$ cat src/rtl/rxs_pkg.sv
package rxs_pkg;

    localparam int FLAG_N   = 3;
    localparam int FLAG_FE  = 0;
    localparam int FLAG_NE  = 1;
    localparam int FLAG_ORE = 2;

    typedef enum logic [1:0] {
        GATE_OFF,
        GATE_IDLE,
        GATE_REQ,
        GATE_MASKED
    } dma_gate_e;

endpackage

$ cat src/rtl/rxs_cfg.sv
module rxs_cfg (
    input  logic clk,
    input  logic rst_n,
    input  logic uart_en,
    input  logic cfg_we,
    input  logic ovr_dis_in,
    input  logic policy_in,
    output logic ovr_dis_q,
    output logic policy_q
);

    logic wr_open;

    assign wr_open = cfg_we && !uart_en;

    always_ff @(posedge clk or negedge rst_n) begin
        if (!rst_n) begin
            ovr_dis_q <= 1'b0;
            policy_q  <= 1'b0;
        end else if (wr_open) begin
            ovr_dis_q <= ovr_dis_in;
            policy_q  <= policy_in;
        end
    end

    AST_CFG_LOCKED: assert property (@(posedge clk) disable iff (!rst_n)
        uart_en |=> ($stable(ovr_dis_q) && $stable(policy_q)));

endmodule

$ cat src/rtl/rxs_flags.sv
module rxs_flags #(
    parameter int N = 3
) (
    input  logic         clk,
    input  logic         rst_n,
    input  logic [N-1:0] set_ev,
    input  logic [N-1:0] clr_ev,
    output logic [N-1:0] flag_q
);

    for (genvar i = 0; i < N; i++) begin : g_flag
        always_ff @(posedge clk or negedge rst_n) begin
            if (!rst_n) begin
                flag_q[i] <= 1'b0;
            end else if (set_ev[i]) begin
                flag_q[i] <= 1'b1;
            end else if (clr_ev[i]) begin
                flag_q[i] <= 1'b0;
            end
        end

        AST_SET_WINS: assert property (@(posedge clk) disable iff (!rst_n)
            set_ev[i] |=> flag_q[i]);
    end

endmodule

$ cat src/rtl/rxs_fifo.sv
module rxs_fifo #(
    parameter int W     = 8,
    parameter int DEPTH = 8
) (
    input  logic         clk,
    input  logic         rst_n,
    input  logic         push,
    input  logic         pop,
    input  logic [W-1:0] din,
    output logic [W-1:0] dout,
    output logic         empty,
    output logic         full
);

    localparam int PTR_W = (DEPTH > 1) ? $clog2(DEPTH) : 1;
    localparam int CNT_W = $clog2(DEPTH + 1);
    localparam logic [PTR_W-1:0] PTR_LAST = PTR_W'(DEPTH - 1);
    localparam logic [CNT_W-1:0] CNT_FULL = CNT_W'(DEPTH);

    logic [W-1:0]     mem [DEPTH];
    logic [PTR_W-1:0] wr_ptr;
    logic [PTR_W-1:0] rd_ptr;
    logic [CNT_W-1:0] count;

    assign empty = (count == '0);
    assign full  = (count == CNT_FULL);
    assign dout  = mem[rd_ptr];

    always_ff @(posedge clk) begin
        if (push) begin
            mem[wr_ptr] <= din;
        end
    end

    always_ff @(posedge clk or negedge rst_n) begin
        if (!rst_n) begin
            wr_ptr <= '0;
            rd_ptr <= '0;
            count  <= '0;
        end else begin
            if (push) begin
                wr_ptr <= (wr_ptr == PTR_LAST) ? '0 : wr_ptr + 1'b1;
            end
            if (pop) begin
                rd_ptr <= (rd_ptr == PTR_LAST) ? '0 : rd_ptr + 1'b1;
            end
            unique case ({push, pop})
                2'b10:   count <= count + 1'b1;
                2'b01:   count <= count - 1'b1;
                default: count <= count;
            endcase
        end
    end

    AST_NO_OVERFLOW: assert property (@(posedge clk) disable iff (!rst_n)
        push |-> !full);
    AST_NO_UNDERFLOW: assert property (@(posedge clk) disable iff (!rst_n)
        pop |-> !empty);

endmodule

$ cat src/rtl/rxs_dma_gate.sv
module rxs_dma_gate
    import rxs_pkg::*;
(
    input  logic      dma_en,
    input  logic      rxne,
    input  logic      mask,
    output dma_gate_e gate_st,
    output logic      dma_req
);

    always_comb begin
        if (!dma_en) begin
            gate_st = GATE_OFF;
        end else if (!rxne) begin
            gate_st = GATE_IDLE;
        end else if (mask) begin
            gate_st = GATE_MASKED;
        end else begin
            gate_st = GATE_REQ;
        end
    end

    always_comb begin
        unique case (gate_st)
            GATE_OFF:    dma_req = 1'b0;
            GATE_IDLE:   dma_req = 1'b0;
            GATE_MASKED: dma_req = 1'b0;
            GATE_REQ:    dma_req = 1'b1;
            default:     dma_req = 1'b0;
        endcase
    end

endmodule

$ cat src/rtl/uart_rx_status_ctrl.sv
module uart_rx_status_ctrl
    import rxs_pkg::*;
#(
    parameter int DATA_W     = 8,
    parameter int FIFO_DEPTH = 8
) (
    input  logic              clk,
    input  logic              rst_n,
    input  logic              uart_en,
    input  logic              cfg_we,
    input  logic              cfg_ovr_dis,
    input  logic              cfg_err_policy,
    input  logic              err_irq_en,
    input  logic              dma_rx_en,
    input  logic              rx_valid,
    input  logic [DATA_W-1:0] rx_data,
    input  logic              rx_fe,
    input  logic              rx_ne,
    input  logic              rd_strobe,
    input  logic              clr_fe,
    input  logic              clr_ne,
    input  logic              clr_ore,
    output logic [DATA_W-1:0] rd_data,
    output logic              rxne,
    output logic              flag_fe,
    output logic              flag_ne,
    output logic              flag_ore,
    output logic              ovr_dis_q,
    output logic              err_policy_q,
    output logic              err_irq,
    output logic              dma_req
);

    logic              char_bad;
    logic              char_store;
    logic              fifo_push;
    logic              fifo_pop;
    logic              fifo_empty;
    logic              fifo_full;
    logic [DATA_W-1:0] fifo_dout;
    logic              overrun_ev;
    logic              hold_wr;
    logic              hold_v;
    logic [DATA_W-1:0] hold_q;
    logic [FLAG_N-1:0] set_vec;
    logic [FLAG_N-1:0] clr_vec;
    logic [FLAG_N-1:0] flag_vec;
    logic              any_err;
    logic              dma_mask;
    dma_gate_e         gate_st;

    rxs_cfg u_cfg (
        .clk        (clk),
        .rst_n      (rst_n),
        .uart_en    (uart_en),
        .cfg_we     (cfg_we),
        .ovr_dis_in (cfg_ovr_dis),
        .policy_in  (cfg_err_policy),
        .ovr_dis_q  (ovr_dis_q),
        .policy_q   (err_policy_q)
    );

    // A bad character survives only under the store-and-mask policy.
    assign char_bad   = rx_fe || rx_ne;
    assign char_store = rx_valid && (!char_bad || err_policy_q);

    // Queue path (overrun detection on) versus overwrite path (bypass).
    assign fifo_push  = char_store && !ovr_dis_q && !fifo_full;
    assign overrun_ev = char_store && !ovr_dis_q && fifo_full;
    assign fifo_pop   = rd_strobe && !ovr_dis_q && !fifo_empty;
    assign hold_wr    = char_store && ovr_dis_q;

    rxs_fifo #(
        .W     (DATA_W),
        .DEPTH (FIFO_DEPTH)
    ) u_fifo (
        .clk   (clk),
        .rst_n (rst_n),
        .push  (fifo_push),
        .pop   (fifo_pop),
        .din   (rx_data),
        .dout  (fifo_dout),
        .empty (fifo_empty),
        .full  (fifo_full)
    );

    always_ff @(posedge clk or negedge rst_n) begin
        if (!rst_n) begin
            hold_v <= 1'b0;
            hold_q <= '0;
        end else if (hold_wr) begin
            hold_v <= 1'b1;
            hold_q <= rx_data;
        end else if (rd_strobe && ovr_dis_q) begin
            hold_v <= 1'b0;
        end
    end

    always_comb begin
        set_vec           = '0;
        set_vec[FLAG_FE]  = rx_valid && rx_fe;
        set_vec[FLAG_NE]  = rx_valid && rx_ne;
        set_vec[FLAG_ORE] = overrun_ev;
        clr_vec           = '0;
        clr_vec[FLAG_FE]  = clr_fe;
        clr_vec[FLAG_NE]  = clr_ne;
        clr_vec[FLAG_ORE] = clr_ore;
    end

    rxs_flags #(
        .N (FLAG_N)
    ) u_flags (
        .clk    (clk),
        .rst_n  (rst_n),
        .set_ev (set_vec),
        .clr_ev (clr_vec),
        .flag_q (flag_vec)
    );

    assign flag_fe  = flag_vec[FLAG_FE];
    assign flag_ne  = flag_vec[FLAG_NE];
    assign flag_ore = flag_vec[FLAG_ORE];
    assign any_err  = |flag_vec;
    assign err_irq  = err_irq_en && any_err;
    assign dma_mask = err_policy_q && any_err;

    assign rxne    = ovr_dis_q ? hold_v : !fifo_empty;
    assign rd_data = ovr_dis_q ? hold_q : fifo_dout;

    rxs_dma_gate u_gate (
        .dma_en  (dma_rx_en),
        .rxne    (rxne),
        .mask    (dma_mask),
        .gate_st (gate_st),
        .dma_req (dma_req)
    );

    AST_ORE_QUIET: assert property (@(posedge clk) disable iff (!rst_n)
        (ovr_dis_q && !flag_ore) |=> !flag_ore);
    AST_MASK_HOLDS: assert property (@(posedge clk) disable iff (!rst_n)
        (err_policy_q && (flag_fe || flag_ne || flag_ore)) |-> !dma_req);
    AST_POLICY0_DROP: assert property (@(posedge clk) disable iff (!rst_n)
        (rx_valid && (rx_fe || rx_ne) && !err_policy_q && !rd_strobe && !cfg_we)
        |=> $stable(rxne));
    AST_REQ_STATE: assert property (@(posedge clk) disable iff (!rst_n)
        dma_req |-> (gate_st == GATE_REQ && rxne && dma_rx_en));

endmodule

$ cat config.mk
export PLATFORM = sky130hd
export DESIGN_NAME = uart_rx_status_ctrl
export DESIGN_NICKNAME = d
export VERILOG_FILES = /design/src/rtl/rxs_pkg.sv /design/src/rtl/rxs_cfg.sv /design/src/rtl/rxs_flags.sv /design/src/rtl/rxs_fifo.sv /design/src/rtl/rxs_dma_gate.sv /design/src/rtl/uart_rx_status_ctrl.sv
export SDC_FILE = /design/constraint.sdc
export NUM_CORES = 1
export LEC_CHECK = 0
export BUFFER_PORTS_ARGS = -buffer_cell sky130_fd_sc_hd__buf_4
export CAP_MARGIN = 20
export CORE_MARGIN = 5
export CORE_UTILIZATION = 31
export DETAILED_ROUTE_END_ITERATION = 7
export GPL_TIMING_DRIVEN = 0
export PLACE_DENSITY = 0.48
export SYNTH_ARGS = -nofsm -noshare
export SYNTH_HDL_FRONTEND = slang
export SYNTH_SLANG_ARGS = --single-unit
$ cat constraint.sdc
create_clock -name clk -period 2.7 [get_ports clk]
set_clock_uncertainty 0.15 [all_clocks]
set_input_delay 0.135 -clock clk [delete_from_list [all_inputs] [get_ports clk]]
set_output_delay 0.135 -clock clk [all_outputs]
set_load 0.02 [all_outputs]
# Word-level counts from Yosys, hierarchy flattened
# Memories as Yosys holds them, arrays and structs flattened.
# Index checks and enable logic that the tools add are counted.
[op_classes]
n_mux = 19
reduce_logical = 29
addsub = 4
eq_ne = 8
[ops]
columns = ["op", "n"]
rows = [
  ["1-bit logical AND", 13],
  ["1-bit 2-to-1 mux", 12],
  ["2-bit nonzero test", 5],
  ["8-bit 2-to-1 mux", 1],
  ["4-bit one-hot mux with 2 select lines", 1],
  ["3-bit by 1-bit adder with 3-bit output (second input constant)", 2],
  ["2-bit == test (second input constant)", 3],
  ["3-bit == test (second input constant)", 2],
  ["3-bit 2-to-1 mux", 2],
  ["3-bit OR reduction", 2],
  ["1-bit zero test", 5],
  ["4-bit by 1-bit adder with 4-bit output (second input constant)", 1],
  ["2-bit by 1-bit == test with 1-bit output (second input constant)", 2],
  ["4-bit == test (second input constant)", 1],
  ["4-bit zero test", 1],
  ["2-bit 2-to-1 mux", 2],
  ["4-bit by 1-bit subtractor with 4-bit output (second input constant)", 1],
  ["2-bit zero test", 1],
  ["1-bit logical OR", 2],
  ["1-bit one-hot mux with 2 select lines", 1],
]
[totals]
mem_bits_rw = 64
n_memories = 1
inputBits = 23
wordCells = 71
regBits = 24
[memory_table]
columns = ["memory", "words", "width", "rd", "rd_ports_with_merged_regs", "wr", "line_no", "text"]
rows = [
  ["u_fifo.mem", 8, 8, 1, 0, 1, "rxs_fifo.sv:20", "logic [W-1:0] mem [DEPTH];"],
]

# Logic depth before layout (Yosys ltp)
[logic_depth]
ltp_word = 8
mapped_depth = 9
depth_no_buf = 9

# Cells and area by module
# From an unflattened synthesis, not the netlist that was laid out.
[unflattened]
cells_unflattened = 212
area_unflattened_um2 = 3854.9
[modules_own_cells]
columns = ["mod", "instances", "area_each_um2", "cells_each", "seq_area_each_um2"]
rows = [
  ["rxs_fifo", 1, 3080.5, 151, 2172.1],
  ["uart_rx_status_ctrl", 1, 544.3, 43, 225.2],
  ["rxs_flags", 1, 108.9, 9, 75.1],
  ["rxs_cfg", 1, 93.8, 5, 50.0],
  ["rxs_dma_gate", 1, 27.5, 4, 0.0],
]

# Worst setup path before layout
# OpenSTA, ideal clock, no wires.
[synth_path]
path_kind = "reg-to-reg"
start = "reg u_fifo.count[1]"
end = "reg u_fifo.count[2]"
setup_ns = 0.126
setup_slack_ns = 0.257
path_buffers = 0
arrival_ns = 2.167
stages_incl_launch_ff = 10
path_cell_list = "dfrtp_1 -> or4b_4 -> o2111ai_4 -> ha_1 -> xor2_1 -> ha_1 -> a21oi_1 -> xor2_1 -> nor2_1 -> xor2_1"
[synth_via]
elab_chain_len = 5
word_cells_on_any_way = 12
[synth_rtl]
columns = ["element", "line_no", "text"]
rows = [
  ["start, declared", "rxs_fifo.sv:23", "logic [CNT_W-1:0] count;"],
  ["start signal, assigned", "rxs_fifo.sv:48", "2'b10: count <= count + 1'b1;"],
  ["start signal, assigned", "rxs_fifo.sv:49", "2'b01: count <= count - 1'b1;"],
  ["start signal, assigned", "rxs_fifo.sv:50", "default: count <= count;"],
  ["4-bit == test / 4-bit zero test (equally long branches)", "rxs_fifo.sv:26, rxs_fifo.sv:25", ""],
  ["1-bit zero test, on equally long branches", "uart_rx_status_ctrl.sv:68, uart_rx_status_ctrl.sv:70", ""],
  ["1-bit logical AND, on equally long branches", "uart_rx_status_ctrl.sv:68, uart_rx_status_ctrl.sv:70", ""],
  ["2-bit by 1-bit == test with 1-bit output / 2-bit == test (equally long branches)", "rxs_fifo.sv:47", "unique case ({push, pop})"],
  ["4-bit one-hot mux with 2 select lines / 2-bit nonzero test (equally long branches)", "-", ""],
]
# Several ways; a longest one is shown, not always the timed one.
# A chain may end at the register's enable or synchronous reset.

# Worst setup path after layout
[layout_path]
start = "reg u_fifo.rd_ptr[0]"
end = "out rd_data[1]"
[layout_via]
elab_chain_len = 2
[layout_rtl]
columns = ["element", "line_no", "text"]
rows = [
  ["start, declared", "rxs_fifo.sv:22", "logic [PTR_W-1:0] rd_ptr;"],
  ["start signal, assigned", "rxs_fifo.sv:45", "rd_ptr <= (rd_ptr == PTR_LAST) ? '0 : rd_ptr + 1'b1;"],
  ["memory 8 x 8 bit", "-", ""],
  ["8-bit 2-to-1 mux", "uart_rx_status_ctrl.sv:128", "assign rd_data = ovr_dis_q ? hold_q : fifo_dout;"],
  ["end, declared", "uart_rx_status_ctrl.sv:23", "output logic [DATA_W-1:0] rd_data,"],
]
# Every way passes these cells.

==> metrics <==
clock buffer depth=2; drt first pass iters=4; Inserted Diodes=0; Routed Antenna Nets=0; Final Instance Count excl. Fillers=468; Worst setup SP type=flop; Mapped Area=3770 sq um; CTS root buffer=clkbuf_16; antenna violations before repair=0; total number of yosys warnings=0; Tmin final=2600 ps; DRT Wirelength=7900 um; CTS tree=built; Die Y=120 um; Worst R2R Setup Slack=130 ps; Simple-Gate Fraction of Synth Area=6.54%; port bufs=38; Synth top area share=51.0%; number of global-route vias before repair=2,247; Vias=2,234; Fill cells=1,095; Top FF cell, synth=edfxtp_1; Max-Cap Viols=0; GR Overflow Total=0; most common cell after layout, fill and taps aside=edfxtp_1; ys async rst share=27.3%; synthesized area per cell=15.4 sq um; RSZ-0062 raised after global routing=true; Synth cell types=43; PD cells=955 nW/um^2; # H-tree levels=3; status=finished clean; num ports=39; Post-Syn Nets=275; CTS buffer count=9; CP required=2410 ps; WHS Endpoint=u_cfg.policy_q; Hold Fails Final Rpt=0; slowest stage delay, CP=380 ps; overall die width=120 um; clk slew on worst S/H paths=60 ps; WL/cell=16.9 um; EDFF count, synth=64; Initial Utilization=31.5%; critical path's slowest cell=dfrtp_1; final period utilization=96.1%; Hold Path Depth=3; origin of the worst min-delay path=uart_en; global-route wire length before repair=12,600 um; worst-path cell chain=buf_4, buf_6, buf_8, mux2i_1, a22oi_1, o221ai_1, o21ai_0, buf_4; CP max FO=10; Synth Area in Compound Gates=7.14%; Synth Instances=245; worst setup path class=flop to primary output; Register Area=2520 sq um; R2R Path End=u_fifo.count[3]; Rows=40; Worst slew margin=39.5%; final net count=346; Via-to-Cell Ratio=4.77; CP endpoint kind=primary output; Post-DP HPWL=5460 um; reg2reg start=u_fifo.count[1]; sequential area share after synthesis=66.9%; latest clock arrival within the worst-skew pair=330 ps; P_leak=0.00178 uW; peak supply drop=0.364 mV; arrival time at the worst endpoint=2310 ps; adder-cell share of the synthesized area=2.32%; Die Area=14,500 sq um; Yosys reg bits=88; xor/xnor share of the synthesized area=1.16%; Placed Instances=432; core area=12,000 sq um; gpl congestion=0.711; largest family of logic cells by synthesized area=multiplexers; metal2 WL=3500 um; layout cells sized above 1=30.5%; mux cell area share after synthesis=13.7%; drt drc=0; cell taking the most area after synthesis=edfxtp_1; Syn-to-layout area delta=25.5%; final setup violation count=0; commonest cells after routing, fill and taps aside=edfxtp_1, buf_4, mux2_2; Max Fclk=0.385 GHz; Slew Limit Fails=0; most frequent CP cell=buf_4; Least-Margin Pin Slew=904 ps; maximum number of pins on one net before global-route repair=25; uppermost layer routed=met4; worst hold path class=primary input to flop; Post-Route Setup TNS=0 ps; R2R cell count=7; GRT Overall Usage=11.5%; TritonCTS Sinks=88; multi-input logic area=1170 sq um; iteration-0 DRC count of the detailed router=101; met3 wire length=367 um; Met1 Wirelength=3910 um; most area-consuming cells after synthesis=edfxtp_1, dfrtp_1, mux2_2
==> state kept, by name, indices dropped and copies added, names as in the netlist <==
register	cells
u_fifo.mem	64
hold_q	8
hold_v	1
u_fifo.count	4
u_fifo.rd_ptr	3
u_cfg.ovr_dis_q	1
u_flags.flag_q	3
u_cfg.policy_q	1
u_fifo.wr_ptr	3
==> synthesized netlist by cell type, drive strengths merged, types with 3 or more instances <==
master and instances:
xor2 3, o21ai 12, dfrtp 24, nand2 16, o22ai 4, mux2 31
inv 5, o221ai 4, mux2i 16, ha 7, a22oi 4, buf 6
edfxtp 64, a221o 4, nand2b 4, clkbuf 3, nor3 4, nor2 11
==> cells by family (layout without fill, tap and decap cells) <==
family,after synthesis,in the layout
xor gates and xnor gates,5,5
DFF,88,88
adders and majority gates,7,7
and+or+nand+nor,48,48
AOI/OAI and AO/OA,36,36
muxes,47,47
buffers and inverters,14,90
==> worst max-delay path by stage <==
| stage | start | endpoint | depth (start not counted) |
|---|---|---|---|
| global route | u_fifo.count[0] | u_fifo.count[3] | 7 |
| global placement | u_fifo.count[0] | u_fifo.mem[0][0] | 4 |
| detailed placement | u_fifo.count[1] | u_fifo.count[3] | 7 |
| floorplan | u_fifo.count[1] | u_fifo.count[2] | 9 |
| finish | u_fifo.rd_ptr[0] | rd_data[1] | 8 |
| CTS | u_fifo.count[1] | u_fifo.count[3] | 7 |
==> area by class of cell <==
class | instances | area share (%)
flip-flops and latches | 88 | 53.3
inverters | 5 | 0.397
well taps | 147 | 3.89
clock buffers | 10 | 4.84
multi-input cells | 143 | 24.6
repair buffers | 60 | 10.5
clock inverters | 6 | 1.06
plain buffers | 9 | 1.38
==> worst max-delay path: cells and delay by family (launching register included) <==
family          cells  cell delay [ps]
flops               1              380
mux                 1              120
buf+inv             4              680
compound gates      3              790
==> what timing repair did <==
| item | 4_1_cts | 5_1_grt |
|---|---|---|
| gates resized for setup | 0 | 1 |
| endpoints found under the setup margin | 0 | 3 |
| hold buffers | 20 | 0 |
| hold endpoints to repair | 102 | 0 |
| setup buffers | 0 | 0 |
==> power breakdown <==
group / switching [uW] / leakage, uW / internal [uW]
clock network: 535 / 0.000130 / 636
registers: 158 / 0.000865 / 1650
logic: 804 / 0.000787 / 736
==> stage by stage <==
step	hold WS [ps]	setup slack (ps)	util, %	instance area, sq um	total power [uW]
floorplan	-311	257	-	3770	2850
global placement	-89.1	-96.0	35.4	4240	3350
detailed placement	-84.2	78.7	35.5	4250	3370
CTS	13.0	59.4	39.5	4730	4570
global route	50.2	-21.9	39.6	4730	4780
finish	21.4	104	39.6	4730	4520
==> per-layer routing <==
layer  GRT usage [%]  vias up
met1            16.3     1088
met5               0        -
li1                -     1078
met4            4.89        0
met3            2.39       11
met2            17.2       57
Note: power is estimated with default switching activity, not from simulation.
